--- src/rtl/servo_pkg.sv ---
package servo_pkg;

    typedef enum logic [0:0] {
        ST_ARM = 1'b0,
        ST_RUN = 1'b1
    } seq_state_t;

endpackage

--- src/rtl/servo_tick_gen.sv ---
module servo_tick_gen #(
    parameter int TICK_DIV = 125
) (
    input  logic clk,
    input  logic rst_n,
    output logic tick
);

    generate
        if (TICK_DIV <= 1) begin : g_nodiv
            assign tick = 1'b1;
        end else begin : g_div
            localparam int PW = $clog2(TICK_DIV);
            localparam logic [PW-1:0] PLAST = PW'(TICK_DIV - 1);
            logic [PW-1:0] pcnt;

            always_ff @(posedge clk) begin
                if (!rst_n)             pcnt <= '0;
                else if (pcnt == PLAST) pcnt <= '0;
                else                    pcnt <= pcnt + 1'b1;
            end

            assign tick = (pcnt == PLAST);


            tick_gap_chk: assert property (@(posedge clk) disable iff (!rst_n)
                tick |=> !tick);
        end
    endgenerate

endmodule

--- src/rtl/servo_duty_store.sv ---
module servo_duty_store #(
    parameter int N_BANKS  = 3,
    parameter int N_SLOTS  = 8,
    parameter int DUTY_W   = 12,
    parameter int DUTY_MIN = 899,
    parameter int DUTY_MAX = 2099,
    localparam int N_CH   = N_BANKS * N_SLOTS,
    localparam int CH_W   = $clog2(N_CH),
    localparam int SLOT_W = $clog2(N_SLOTS)
) (
    input  logic                             clk,
    input  logic                             rst_n,
    input  logic                             wr_en,
    input  logic [CH_W-1:0]                  wr_ch,
    input  logic [DUTY_W-1:0]                wr_duty,
    input  logic [SLOT_W-1:0]                rd_slot,
    output logic [N_BANKS-1:0][DUTY_W-1:0]   rd_duty
);

    localparam logic [DUTY_W-1:0] LO  = DUTY_W'(DUTY_MIN);
    localparam logic [DUTY_W-1:0] HI  = DUTY_W'(DUTY_MAX);
    localparam logic [DUTY_W-1:0] MID = DUTY_W'((DUTY_MIN + DUTY_MAX) / 2);

    logic [N_BANKS-1:0][N_SLOTS-1:0][DUTY_W-1:0] tab;
    logic [DUTY_W-1:0] clamped;

    always_comb begin
        if (wr_duty < LO)      clamped = LO;
        else if (wr_duty > HI) clamped = HI;
        else                   clamped = wr_duty;
    end

    generate
        for (genvar b = 0; b < N_BANKS; b++) begin : g_bank
            for (genvar s = 0; s < N_SLOTS; s++) begin : g_slot
                localparam logic [CH_W-1:0] MY_CH = CH_W'(b * N_SLOTS + s);
                always_ff @(posedge clk) begin
                    if (!rst_n)                        tab[b][s] <= MID;
                    else if (wr_en && wr_ch == MY_CH)  tab[b][s] <= clamped;
                end


                entry_range_chk: assert property (@(posedge clk) disable iff (!rst_n)
                    (tab[b][s] >= LO) && (tab[b][s] <= HI));
            end
            assign rd_duty[b] = tab[b][rd_slot];
        end
    endgenerate


    bad_ch_ignored_chk: assert property (@(posedge clk) disable iff (!rst_n)
        (wr_en && ({1'b0, wr_ch} >= (CH_W + 1)'(N_CH))) |=> $stable(tab));

endmodule

--- src/rtl/servo_slot_seq.sv ---
module servo_slot_seq
    import servo_pkg::*;
#(
    parameter int SLOT_TICKS = 2500,
    parameter int N_SLOTS    = 8,
    parameter int N_BANKS    = 3,
    parameter int DUTY_W     = 12,
    localparam int CNT_W  = $clog2(SLOT_TICKS),
    localparam int SLOT_W = $clog2(N_SLOTS),
    localparam int CMP_W  = (CNT_W > DUTY_W) ? CNT_W : DUTY_W
) (
    input  logic                           clk,
    input  logic                           rst_n,
    input  logic                           tick,
    input  logic [N_BANKS-1:0][DUTY_W-1:0] rd_duty,
    output logic [SLOT_W-1:0]              rd_slot,
    output logic [SLOT_W-1:0]              sel,
    output logic [N_BANKS-1:0]             pulse,
    output logic                           frame_start
);

    localparam logic [CNT_W-1:0]  LAST     = CNT_W'(SLOT_TICKS - 1);
    localparam logic [SLOT_W-1:0] SLOT_TOP = SLOT_W'(N_SLOTS - 1);

    seq_state_t state, state_nxt;
    logic [CNT_W-1:0]              cnt;
    logic [SLOT_W-1:0]             slot, slot_nxt;
    logic [N_BANKS-1:0][DUTY_W-1:0] cmp;
    logic                          roll;

    assign slot_nxt = (slot == SLOT_TOP) ? '0 : slot + 1'b1;
    assign roll     = (state == ST_RUN) && tick && (cnt == LAST);
    assign rd_slot  = (state == ST_ARM) ? '0 : slot_nxt;

    // state register
    always_ff @(posedge clk) begin
        if (!rst_n) state <= ST_ARM;
        else        state <= state_nxt;
    end

    always_comb begin
        unique case (state)
            ST_ARM:  state_nxt = ST_RUN;
            ST_RUN:  state_nxt = ST_RUN;
            default: state_nxt = ST_ARM;
        endcase
    end

    // tick counter, slot index and compare registers
    always_ff @(posedge clk) begin
        if (!rst_n) begin
            cnt         <= '0;
            slot        <= '0;
            cmp         <= '0;
            frame_start <= 1'b0;
        end else begin
            frame_start <= 1'b0;
            unique case (state)
                ST_ARM: begin
                    cnt         <= '0;
                    slot        <= '0;
                    cmp         <= rd_duty;
                    frame_start <= 1'b1;
                end
                ST_RUN: begin
                    if (roll) begin
                        cnt         <= '0;
                        slot        <= slot_nxt;
                        cmp         <= rd_duty;
                        frame_start <= (slot_nxt == '0);
                    end else if (tick) begin
                        cnt <= cnt + 1'b1;
                    end
                end
                default: ;
            endcase
        end
    end

    // outputs
    always_comb begin
        sel = slot;
        for (int b = 0; b < N_BANKS; b++) begin
            pulse[b] = (state == ST_RUN) && (CMP_W'(cnt) < CMP_W'(cmp[b]));
        end
    end


    cnt_bound_chk: assert property (@(posedge clk) disable iff (!rst_n)
        cnt <= LAST);


    sel_hold_chk: assert property (@(posedge clk) disable iff (!rst_n)
        ((state == ST_RUN) && !roll) |=> $stable(sel));


    sel_wrap_chk: assert property (@(posedge clk) disable iff (!rst_n)
        (roll && (slot == SLOT_TOP)) |=> (sel == '0));


    cmp_hold_chk: assert property (@(posedge clk) disable iff (!rst_n)
        ((state == ST_RUN) && !roll) |=> $stable(cmp));


    frame_pos_chk: assert property (@(posedge clk) disable iff (!rst_n)
        frame_start |-> ((cnt == '0) && (slot == '0)));


    frame_once_chk: assert property (@(posedge clk) disable iff (!rst_n)
        frame_start |=> !frame_start);

endmodule

--- src/rtl/servo_mux_pwm.sv ---
module servo_mux_pwm #(
    parameter int TICK_DIV   = 125,
    parameter int SLOT_TICKS = 2500,
    parameter int N_SLOTS    = 8,
    parameter int N_BANKS    = 3,
    parameter int DUTY_W     = 12,
    parameter int DUTY_MIN   = 899,
    parameter int DUTY_MAX   = 2099
) (
    input  logic                                   clk,
    input  logic                                   rst_n,
    input  logic                                   wr_en,
    input  logic [$clog2(N_BANKS*N_SLOTS)-1:0]     wr_ch,
    input  logic [DUTY_W-1:0]                      wr_duty,
    output logic [$clog2(N_SLOTS)-1:0]             sel,
    output logic [N_BANKS-1:0]                     pulse,
    output logic                                   frame_start
);

    localparam int SLOT_W = $clog2(N_SLOTS);

    logic                           tick;
    logic [SLOT_W-1:0]              rd_slot;
    logic [N_BANKS-1:0][DUTY_W-1:0] rd_duty;

    servo_tick_gen #(
        .TICK_DIV (TICK_DIV)
    ) u_tick (
        .clk   (clk),
        .rst_n (rst_n),
        .tick  (tick)
    );

    servo_duty_store #(
        .N_BANKS  (N_BANKS),
        .N_SLOTS  (N_SLOTS),
        .DUTY_W   (DUTY_W),
        .DUTY_MIN (DUTY_MIN),
        .DUTY_MAX (DUTY_MAX)
    ) u_store (
        .clk     (clk),
        .rst_n   (rst_n),
        .wr_en   (wr_en),
        .wr_ch   (wr_ch),
        .wr_duty (wr_duty),
        .rd_slot (rd_slot),
        .rd_duty (rd_duty)
    );

    servo_slot_seq #(
        .SLOT_TICKS (SLOT_TICKS),
        .N_SLOTS    (N_SLOTS),
        .N_BANKS    (N_BANKS),
        .DUTY_W     (DUTY_W)
    ) u_seq (
        .clk         (clk),
        .rst_n       (rst_n),
        .tick        (tick),
        .rd_duty     (rd_duty),
        .rd_slot     (rd_slot),
        .sel         (sel),
        .pulse       (pulse),
        .frame_start (frame_start)
    );


    reset_quiet_chk: assert property (@(posedge clk)
        $past(!rst_n) && !rst_n |-> (pulse == '0) && (sel == '0) && !frame_start);

endmodule

--- config.mk ---
export PLATFORM = sky130hd
export DESIGN_NAME = servo_mux_pwm
export DESIGN_NICKNAME = d
export VERILOG_FILES = /design/src/rtl/servo_pkg.sv /design/src/rtl/servo_tick_gen.sv /design/src/rtl/servo_duty_store.sv /design/src/rtl/servo_slot_seq.sv /design/src/rtl/servo_mux_pwm.sv
export SDC_FILE = /design/constraint.sdc
export NUM_CORES = 1
export LEC_CHECK = 0
export BUFFER_PORTS_ARGS = -buffer_cell sky130_fd_sc_hd__buf_4
export CAP_MARGIN = 25
export CORE_MARGIN = 3
export CORE_UTILIZATION = 30
export CTS_CLUSTER_DIAMETER = 120
export DETAILED_ROUTE_END_ITERATION = 12
export GPL_TIMING_DRIVEN = 0
export PLACE_DENSITY = 0.41
export SLEW_MARGIN = 20
export SYNTH_ARGS = -nofsm -noshare
export SYNTH_HDL_FRONTEND = slang
export SYNTH_SLANG_ARGS = --single-unit
--- constraint.sdc ---
create_clock -name clk -period 2.45 [get_ports clk]
set_input_delay 0.6125 -clock clk [delete_from_list [all_inputs] [get_ports clk]]
set_output_delay 0.6125 -clock clk [all_outputs]
set_load 0.05 [all_outputs]
==> qor.yml, run 1 <==
critical_path:
  r2r_cells: 6
  regToRegStartpoint: "u_seq.sel[0]$_SDFFE_PN0P_"
  cp_slowest_cell: "dfxtp_4"
  cp-start-kind: "flop"
  regToRegSetupSlack_ns: 0.04
  required_ns: 1.84
  crit_top_cell: "a21o_1"
  cp-end-kind: "output port"
  crit_fanout: 8
  timing.critical_path.cells: "ha_4 -> a21o_1 -> a21o_1 -> a211oi_2 -> o21ai_2 -> a221oi_4 -> buf_6"
  r2r-end: "u_seq.cmp[9]$_SDFFE_PN0P_"
  crit_arrival_ns: 2.40
  crit_type: "reg2out"
  critical_path.max_stage_delay_ns: 0.46
cells_and_area:
  fin_area_mm2: 0.0185
  final_common_cell: "nand2_1"
  n_antenna_cell: 0
  final_core_util: 0.361
  area_delta_synth_final_pct: 18.6
  stdcell_count: 2638
  final_layout_size_suffix_gt1_frac: 0.111
  final_nets: 1995
  mostFrequentLayoutCells: "427 x nand2_1, 343 x dfxtp_1, 140 x o211ai_1"
timing:
  tns_ns: -1.63
  fmax_ghz: 0.332
  finClkSkew_ns: 0.0242
  rsz0062_at_grt: "true"
  fin_crit_sh: 1.23
  setup_viol: 3
  worst_slew_pin_slew_ns: 0.997
  fin_crit_ns: 3.01
  relSlewSlack: 0.335
  whs_ns: 0.169
  drv_slew: 0
  finalWorstSetupSlack_ns: -0.564
  finalHoldViolCount: 0
hold_path:
  min-delay-path-class: "in2reg"
  min_path_cells: 1
  min_to: "u_seq.state$_DFF_P_"
  hold_start: "rst_n"
clock_tree:
  clk_path_buf_depth: 3
  cts_inserted_buffers: 43
  cts_tree: "built"
  htree_levels: 2
  cts_sinks: 348
  ctsRootBufferMaster: "clkbuf_16"
  clkTransAtPathRegs_ns: 0.06
  clk-insertion-delay-late_ns: 0.57
pwr:
  cellPowerDensity_mw_per_mm2: 681
  switching_share: 0.252
  switchingPower_mw: 3.18
  pwr-share-seq: 0.458
  pwr-share-clk: 0.473
  vdd_drop_max_mv: 0.429
  p_leak_nw: 8.08
  power_mw: 12.6
  p_int_mw: 9.44
  pwr-share-comb: 0.069
synthesis:
  ys_top_cells_by_area: "dfxtp_1 45%, nand2_1 10%, o211ai_1 6.7%"
  synthAdderAreaFrac: 0.0312
  ys_ff_latch: 348
  syn-num-nets: 1923
  async_flop_share: 0
  synth_top_family_by_area: "compound AO/OA/AOI/OAI gates"
  muxShareOfSynthArea: 0.0586
  synth_edf_count: 0
  synth_compound_area_frac: 0.230
  synth_seq_area_share: 0.446
  synth-xor-area-share: 0.00897
  synth-simple-area-share: 0.173
  yosys_warnings: 0
  syn_inst: 1864
  post_synth.cell_area_avg_um2: 8.38
  syn_area_mm2: 0.0156
  yosysTopAreaCellShare: 0.446
  synth-main-ff-cell: "dfxtp_1"
  synth_cell_types: 49
  yosys.area.top_type: "dfxtp_1"
detailed_routing:
  viasPerCell: 5.38
  dr.pass1.iters: 6
  drtIter0Drc: 1171
  drc: 0
  wl_per_cell_um: 24.7
  drt-total-wl_um: 65300
  postRouteAntennaNets: 0
  vias: 14200
floorplan:
  die_y_um: 234
  die_area_mm2: 0.0549
  die_w_um: 234
  initial_utilization: 0.304
  coreArea_mm2: 0.0514
  num_rows: 83
  io-pin-count: 27
global_routing:
  antenna_found_initial: 1
  grt.total_usage: 0.236
  grt_overflow_total: 0
  grt_max_degree: 12
  grt_pass1_wl_um: 93900
  grt_pass1_vias: 13489
placement:
  dp_slack_ns: -1.07
  hpwl_um: 46300
  globalplace.congestion: 0.835
  dpl_cell_area_mm2: 0.0167
  dp_cells: 2571
  io_buffers: 24
run_status:
  violations: "negative setup slack"
  outcome: "finished with violations"
flow_run:
  maxCapViolCount: 0
-- cells in the mapped netlist (all sizes together), types with 2 or more instances --
cell    number
nand3       18
ha          39
nor2       133
xor2        10
a41o        32
a221oi       6
mux2i       87
nor4         2
and3         6
nand2      428
nand4        8
inv         43
and4         5
nand2b       9
a211o        2
o2111a       3
or2          3
dfxtp      348
nor3        36
o32ai        3
o21ai       61
mux4         2
o221ai      32
clkbuf     132
xnor2        6
nor2b        4
and2         7
nand3b       2
a21o        50
o211ai     140
a221o       32
a21oi      136
buf         24
a211oi       7
-- area by class of cell --
class	instances	area, µm²
plain buffers	152	818
clock buffers	62	1240
clock inverters	5	28.8
fillers	5387	32900
inverters	43	161
multi-input cells	1317	8210
flip-flops and latches	348	6980
well taps	680	851
repair buffers	31	251
-- cells by family after synthesis --
| logic type | after synthesis |
|---|---|
| fa+ha+maj | 39 |
| simple gates | 664 |
| compound gates | 509 |
| mux | 89 |
| xor+xnor | 16 |
| flops | 348 |
| buf+inv | 199 |
-- worst max-delay path by stage --
stage,start,endpoint,slack (ns),depth (start not counted)
3_5_place_dp,u_seq.sel[0]$_SDFFE_PN0P_,u_seq.cmp[26]$_SDFFE_PN0P_,-1.07,6
5_1_grt,u_seq.cnt[5]$_SDFFE_PN0P_,pulse[1],-0.66,7
4_1_cts,u_seq.cnt[5]$_SDFFE_PN0P_,pulse[2],-0.61,7
3_3_place_gp,u_seq.sel[1]$_SDFFE_PN0P_,u_seq.cmp[9]$_SDFFE_PN0P_,-1.13,6
6_report,u_seq.cnt[5]$_SDFFE_PN0P_,pulse[1],-0.56,7
2_1_floorplan,u_seq.cmp[5]$_SDFFE_PN0P_,pulse[0],0.03,7
-- timing repair --
item | 4_1_cts | 5_1_grt
gates resized for setup | 101 | 67
buffers inserted | 4 | 0
pin swaps | 8 | 7
hold buffers | 0 | 0
endpoints found under the setup margin | 70 | 102
-- registers in the layout, indices dropped and copies added, names as in the netlist --
| name | count |
|---|---|
| u_seq.cnt | 12 |
| u_seq.cmp | 36 |
| u_seq.sel | 3 |
| u_seq.frame_start | 1 |
| u_tick.g_div.pcnt | 7 |
| u_store.tab | 288 |
| u_seq.state | 1 |
-- routing by layer --
metal | global-route usage | wire (µm)
met5 | 0 | 13
met4 | 0.0780 | 2000
met3 | 0.0313 | 3360
met2 | 0.376 | 29500
met1 | 0.330 | 30400
-- critical path: cells and delay by family (launching register included) --
kind            cells  cell delay [ns]
compound gates      5             0.94
flops               1             0.46
fa+ha+maj           1             0.23
buf+inv             1             0.19
-- power groups by stage --
stage               sequential, mW  clock [mW]  combinational (mW)
finish                        5.78        5.97               0.871
global route                  5.79        6.29               0.933
CTS                           5.78        6.10               0.870
detailed placement            5.91           0               0.847
global placement              5.91           0               0.846
floorplan                     5.89           0               0.490
Note: power is estimated with default switching activity, not from simulation.
==> inputs of run 2 (changes only) <==
--- a/config.mk
+++ b/config.mk
@@ -5,6 +5,7 @@
 export SDC_FILE = /design/constraint.sdc
 export NUM_CORES = 1
 export LEC_CHECK = 0
+export ABC_AREA = 1
 export BUFFER_PORTS_ARGS = -buffer_cell sky130_fd_sc_hd__buf_4
 export CAP_MARGIN = 25
 export CORE_MARGIN = 3
==> run 2 against run 1 <==
Effect of this change:
- the flow still finishes with violations (negative setup slack)
- first-iteration DRC count increased by 29%
- flip-flop and latch count unchanged
- largest power group unchanged
- via count is 21% higher
- highest routed layer is now met4
- setup slack improved by 0.45 ns
- clock-buffer cell count up 2
- critical path depth unchanged
- sequential power hardly changed
==> qor.yml, run 2 <==
run_status:
  outcome: "finished with violations"
  violations: "negative setup slack"
clock_tree:
  clk_path_buf_depth: 3  # unchanged
  cts_inserted_buffers: 44  # +2.3%
  clkTransAtPathRegs_ns: 0.06  # about the same
  holdBufCountCts: 0  # unchanged
  htree_levels: 2  # unchanged
  ctsRootBufferMaster: "clkbuf_16"
  cts_tree: "built"
  clk-insertion-delay-late_ns: 0.58  # about the same
  cts_sinks: 348  # unchanged
synthesis:
  yosys_warnings: 0  # unchanged
  synth_commonest_cells: "747 x nand2_1, 357 x nand3_1, 348 x dfxtp_1"
  ys_ff_latch: 348  # unchanged
  synth_edf_count: 0  # unchanged
  syn_area_mm2: 0.0170  # +9.0%
  post_synth.cell_area_avg_um2: 6.75  # -19%
  synth_cell_types: 32  # -35%
  synth_most_common_cell: "nand2_1"
  syn-num-nets: 2583  # +34%
  synth-main-ff-cell: "dfxtp_1"
  yosys.area.top_type: "dfxtp_1"
  async_flop_share: 0  # unchanged
  ys_top_cells_by_area: "dfxtp_1 41%, nand2_1 16%, nand3_1 10%"
  synth_seq_area_share: 0.409  # -0.0369
  syn_inst: 2524  # +35%
  yosysTopAreaCellShare: 0.409  # -0.0369
hold_path:
  hold_start: "rst_n"
  min-delay-path-class: "in2reg"
cells_and_area:
  seqCellArea_mm2: 0.00700  # +0.30%
  final_common_cell: "nand2_1"
  multiInputGateArea_mm2: 0.00855  # +4.1%
  top_regs: "u_store.tab: 288 flops, u_seq.cmp: 36 flops, u_seq.cnt: 12 flops"
  mostFrequentLayoutCells: "737 x nand2_1, 350 x nand3_1, 336 x dfxtp_1"
  largest_reg_flops: 288  # unchanged
  final_layout_size_suffix_gt1_frac: 0.124  # +0.0127
  largest-register: "u_store.tab"
  final_nets: 2657  # +33%
  area_delta_synth_final_pct: 17.5
  fill_cells: 6106  # +13%
floorplan:
  die_w_um: 244  # +4.3%
  io-pin-count: 27  # unchanged
  num_rows: 86  # +3.6%
  die_y_um: 244  # +4.3%
  die_area_mm2: 0.0597  # +8.8%
  initial_utilization: 0.306  # +0.00224
  coreArea_mm2: 0.0556  # +8.2%
detailed_routing:
  viasPerCell: 5.10  # -5.3%
  dr.pass1.iters: 6  # unchanged
  met3_wirelength_um: 4930  # +47%
  routed.top_layer: "met4"
  wl_met2_um: 33200  # +13%
  drt-total-wl_um: 75300  # +15%
  wl_per_cell_um: 22.3  # -9.9%
  vias: 17228  # +21%
  postRouteAntennaNets: 0  # unchanged
  drc: 0  # unchanged
  drtIter0Drc: 1505  # +29%
  wl_met1_um: 34600  # +14%
timing:
  finClkSkew_ns: 0.0184  # -0.00577 ns
  tns_ns: -0.289  # +1.35 ns
  fin_crit_ns: 2.56  # -0.451 ns
  rsz0062_at_grt: "true"
  relSlewSlack: 0.336  # +0.000560
  fmax_ghz: 0.390  # +18%
  fin_crit_sh: 1.05  # -0.184
  finalWorstSetupSlack_ns: -0.113  # +0.451 ns
  whs_ns: 0.241  # +0.0721 ns
  setup_viol: 3  # unchanged
  drv_slew: 0  # unchanged
  finalHoldViolCount: 0  # unchanged
  worst_slew_pin_slew_ns: 0.993  # -0.00451 ns
critical_path:
  crit_fanout: 8  # unchanged
  crit_arrival_ns: 1.95  # -0.45 ns
  cp-endpoint: "pulse[1]"
  path_buf_inv: 1  # unchanged
  regToRegSetupSlack_ns: 0.03  # about the same
  cpLargestDelayFamily: "flip-flops"
  crit_type: "reg2out"
  required_ns: 1.84  # about the same
  r2r_cells: 11  # +5
  worstSetupPathDepth: 7  # unchanged
  cp-end-kind: "output port"
  regToRegStartpoint: "u_seq.sel[0]$_SDFFE_PN0P_"
  r2r-end: "u_seq.cmp[24]$_SDFFE_PN0P_"
  timing.critical_path.cells: "ha_4 -> a21oi_2 -> o21ai_1 -> a21oi_1 -> nand2_2 -> nor2_4 -> buf_6"
  cp_slowest_cell: "dfxtp_4"
  cp-start-kind: "flop"
  startpoint: "u_seq.cnt[5]$_SDFFE_PN0P_"
  critical_path.max_stage_delay_ns: 0.44  # -0.02 ns
global_routing:
  grt_max_degree: 12  # unchanged
  grt_pass1_vias: 16273  # +21%
  grt.total_usage: 0.248  # +0.0113
  grt_overflow_total: 0  # unchanged
  grt_pass1_wl_um: 109000  # +17%
  antenna_found_initial: 1  # unchanged
placement:
  globalplace.congestion: 0.886  # +6.1%
  hpwl_um: 54200  # +17%
  io_buffers: 26  # +8.3%
pwr:
  vdd_drop_max_mv: 0.430  # +0.30%
  cellPowerDensity_mw_per_mm2: 673  # -1.2%
  p_leak_nw: 8.99  # +11%
flow_run:
  maxCapViolCount: 0  # unchanged
==> run 2: cell count changes after synthesis, sizes merged, moves of 49 or more <==
cell,before,now
nand3,18,359
nand2,428,764
o211ai,140,8
inv,43,258
a21oi,136,328
a21o,50,1
clkbuf,132,68
nor2,133,70
mux2i,87,0
o21ai,61,121
buf,24,105
==> run 2: area by class of cell <==
type | instances | share of cell area
antenna | 2 | 0.000250
buffer | 173 | 0.0466
clock buffer | 64 | 0.0648
clock inverter | 12 | 0.00475
inverter | 260 | 0.0489
multi-input combinational | 1743 | 0.427
sequential | 348 | 0.350
tap | 748 | 0.0468
timing repair buffer | 28 | 0.0111
==> run 2: kinds of logic (layout without fill, tap and decap cells) <==
kind of cell,count (synthesis),count (layout),share of synthesized area
other cells,0,2,0
fa+ha+maj,39,39,0.0286
xor+xnor,6,6,0.00309
simple gates,1239,1239,0.316
buf+inv,433,537,0.107
compound gates,459,459,0.137
flops,348,348,0.409
==> run 2: routing by layer <==
metal  vias up  global-route usage
met1      8259               0.341
met4         0              0.0867
met2       554               0.388
li1       8305                   -
met5         -                   0
met3       110              0.0453
==> run 2: what timing repair did <==
item	CTS	global route
setup buffers	2	0
gates resized for setup	90	39
pin swaps	12	8
setup endpoints to repair	39	32
==> run 2: per-stage QoR <==
| stage | util | total power [mW] | cells | area (µm²) | setup slack (ns) |
|---|---|---|---|---|---|
| 2_1_floorplan | - | 6.59 | 2524 | 17000 | 0.131 |
| 3_3_place_gp | 0.327 | 7.10 | 3298 | 18200 | -0.611 |
| 6_report | 0.360 | 13.5 | 3378 | 20000 | -0.113 |
| 5_1_grt | 0.360 | 13.9 | 3376 | 20000 | -0.234 |
| 3_5_place_dp | 0.327 | 7.11 | 3298 | 18200 | -0.620 |
| 4_1_cts | 0.357 | 13.6 | 3376 | 19900 | -0.219 |
==> run 2: report_power, final <==
part	total, mW	switching, mW	leakage (nW)	internal [mW]
logic	1.23	0.921	5.46	0.310
clock network	6.43	2.67	0.692	3.76
registers	5.81	0.0445	2.84	5.76
total	13.5	3.64	8.99	9.83
==> run 2: worst min path at each step <==
| stage | to | cells after the start |
|---|---|---|
| 4_1_cts | u_seq.state$_DFF_P_ | 1 |
| 6_report | u_seq.state$_DFF_P_ | 1 |
| 5_1_grt | u_seq.state$_DFF_P_ | 1 |
| 2_1_floorplan | u_store.tab[202]$_SDFFE_PN1P_ | 2 |
| 3_3_place_gp | u_store.tab[138]$_SDFFE_PN1P_ | 2 |
| 3_5_place_dp | u_store.tab[202]$_SDFFE_PN1P_ | 2 |
==> inputs of run 3 (changes only) <==
--- a/config.mk
+++ b/config.mk
@@ -12,7 +12,6 @@
 export CORE_UTILIZATION = 30
 export CTS_CLUSTER_DIAMETER = 120
 export DETAILED_ROUTE_END_ITERATION = 12
-export GPL_TIMING_DRIVEN = 0
 export PLACE_DENSITY = 0.41
 export SLEW_MARGIN = 20
 export SYNTH_ARGS = -nofsm -noshare
==> run 3 against run 2 <==
Effect of this change:
- the run still ends with negative setup slack left
- power shrank 1.1%
- largest power group unchanged
- clock-buffer cell count grew 7
- critical path depth grew 2
- sequential power is essentially flat
- core utilization grew 0.18 points
==> qor.yml, run 3 (same netlist as run 2, synthesis figures left out) <==
pwr:
  cellPowerDensity_mw_per_mm2: 662  # -1.6%
  pwr-share-seq: 0.437  # +0.006
  power_mw: 13.3  # -1.1%
  vdd_drop_max_mv: 0.385  # -10%
  switching_share: 0.255  # -0.0146
  pwr-share-comb: 0.087  # -0.004
  p_int_mw: 9.92  # +0.89%
  p_leak_nw: 8.94  # -0.52%
  pwr-share-clk: 0.477  # about the same
  switchingPower_mw: 3.40  # -6.4%
cells_and_area:
  fin_area_mm2: 0.0201  # +0.49%
  area_delta_synth_final_pct: 18.1
  top_regs: "u_store.tab: 288 flops, u_seq.cmp: 36 flops, u_seq.cnt: 12 flops"
  final_common_cell: "nand2_1"
  final_layout_size_suffix_gt1_frac: 0.126  # +0.00188
  n_antenna_cell: 0  # -2
  largest_reg_flops: 288  # unchanged
  seqCellArea_mm2: 0.00701  # +0.21%
  final_core_util: 0.362  # +0.00178
  multiInputGateArea_mm2: 0.00860  # +0.56%
  final_nets: 2578  # -3.0%
  mostFrequentLayoutCells: "742 x nand2_1, 355 x nand3_1, 332 x dfxtp_1"
  largest-register: "u_store.tab"
  fill_cells: 6015  # -1.5%
clock_tree:
  clkTransAtPathRegs_ns: 0.06  # about the same
  ctsRootBufferMaster: "clkbuf_16"
  htree_levels: 2  # unchanged
  holdBufCountCts: 0  # unchanged
  clk_path_buf_depth: 3  # unchanged
  cts_inserted_buffers: 44  # unchanged
  cts_tree: "built"
  clk-insertion-delay-late_ns: 0.56  # -0.02 ns
  cts_sinks: 348  # unchanged
critical_path:
  crit_top_cell: "nand2_1"
  crit_fanout: 6  # -2
  timing.critical_path.cells: "ha_4 -> o21ai_2 -> nand2_1 -> nand3_1 -> nand2_1 -> nand3_1 -> nand2_1 -> nor2_2 -> buf_6"
  cp-end-kind: "output port"
  crit_arrival_ns: 1.93  # -0.02 ns
  critical_path.max_stage_delay_ns: 0.43  # about the same
  cp-start-kind: "flop"
  required_ns: 1.84  # about the same
  crit_type: "reg2out"
  cp_slowest_cell: "dfxtp_4"
global_routing:
  grt_overflow_total: 0  # unchanged
  grt_pass1_vias: 15111  # -7.1%
  grt.total_usage: 0.205  # -0.0421
  antenna_found_initial: 1  # unchanged
  grt_max_degree: 90  # +78
  grt_pass1_wl_um: 95000  # -13%
flow_run:
  maxCapViolCount: 0  # unchanged
floorplan:
  num_rows: 86  # unchanged
  coreArea_mm2: 0.0556  # unchanged
  die_w_um: 244  # unchanged
  die_y_um: 244  # unchanged
  io-pin-count: 27  # unchanged
  initial_utilization: 0.306  # unchanged
  die_area_mm2: 0.0597  # unchanged
timing:
  fin_crit_ns: 2.55  # -0.0171 ns
  worst_slew_pin_slew_ns: 0.604  # -0.389 ns
  tns_ns: -0.236  # +0.0534 ns
  fin_crit_sh: 1.04  # -0.00700
  fmax_ghz: 0.393  # +0.67%
  setup_viol: 3  # unchanged
  finalWorstSetupSlack_ns: -0.0961  # +0.0171 ns
  relSlewSlack: 0.597  # +0.261
  finClkSkew_ns: 0.0110  # -0.00742 ns
  finalHoldViolCount: 0  # unchanged
  rsz0062_at_grt: "true"
  drv_slew: 0  # unchanged
detailed_routing:
  postRouteAntennaNets: 0  # unchanged
  drc: 0  # unchanged
  drtIter0Drc: 1420  # -5.6%
  vias: 16224  # -5.8%
  wl_per_cell_um: 18.9  # -15%
  drt-total-wl_um: 62300  # -17%
  viasPerCell: 4.92  # -3.5%
  dr.pass1.iters: 5  # -1
placement:
  hpwl_um: 38500  # -29%
  dp_slack_ns: 0.229  # +0.849 ns
  globalplace.congestion: 0.830  # -6.3%
  io_buffers: 26  # unchanged
  dpl_cell_area_mm2: 0.0183  # +0.67%
run_status:
  violations: "negative setup slack"
  outcome: "finished with violations"
hold_path:
  min-delay-path-class: "reg2reg"
run 3: changes by cell type in the layout (fill, tap and decap cells not counted), moves of 13 or more:
cell	previous run	this run
buf_6	16	3
buf_2	65	0
buf_12	0	20
buf_4	43	99
inv_2	22	35
inv_1	235	221
clkbuf_1	63	11
run 3: path summary, 6_finish.rpt:
check | cells past startpoint | end | start | slack (ns)
max | 9 | pulse[1] | u_seq.cnt[1]$_SDFFE_PN0P_ | -0.1
min | 2 | u_store.tab[232]$_SDFFE_PN1P_ | u_store.tab[232]$_SDFFE_PN1P_ | 0.46
max reg2reg | 9 | u_seq.cmp[10]$_SDFFE_PN0P_ | u_seq.sel[1]$_SDFFE_PN0P_ | 0.20
min reg2reg | 2 | u_store.tab[232]$_SDFFE_PN1P_ | u_store.tab[232]$_SDFFE_PN1P_ | 0.46
run 3: metrics by stage:
step                cells  hold WS, ns
finish               3297        0.459
global route         3297        0.476
CTS                  3295        0.459
detailed placement   3215        0.444
global placement     3215        0.439
floorplan            2524        0.429
run 3: worst max-delay path, delay by kind of cell, from the launching register on:
family / cells / cell delay (ns)
simple gates: 6 / 0.51
flops: 1 / 0.43
fa+ha+maj: 1 / 0.22
buf+inv: 1 / 0.17
compound gates: 1 / 0.05
run 3: power groups by stage:
stage	clock network (mW)	logic (mW)	registers, mW
finish	6.35	1.15	5.82
global route	6.80	1.27	5.82
floorplan	0	0.664	5.93
CTS	6.57	1.13	5.81
detailed placement	0	1.11	5.94
global placement	0	1.11	5.94
run 3: layer usage:
metal | global-route usage | wire length (µm) | up-vias
met5 | 0 | 0 | -
met4 | 0.0522 | 1290 | 0
met3 | 0.0264 | 3220 | 72
met2 | 0.305 | 26300 | 414
met1 | 0.311 | 31500 | 7607
li1 | - | - | 8131
run 3: area by class of cell:
| type | count | area share |
|---|---|---|
| multi-input cells | 1743 | 0.428 |
| flip-flops and latches | 348 | 0.349 |
| inverters | 260 | 0.0489 |
| repair buffers | 122 | 0.0585 |
| clock inverters | 5 | 0.00156 |
| well taps | 748 | 0.0465 |
| clock buffers | 71 | 0.0683 |
run 3: repair_timing:
item	in CTS	in global routing
endpoints found under the hold margin	0	0
pin swaps	13	17
gates resized for setup	54	41
setup buffers	4	2
endpoints found under the setup margin	3	3
gates cloned	0	0
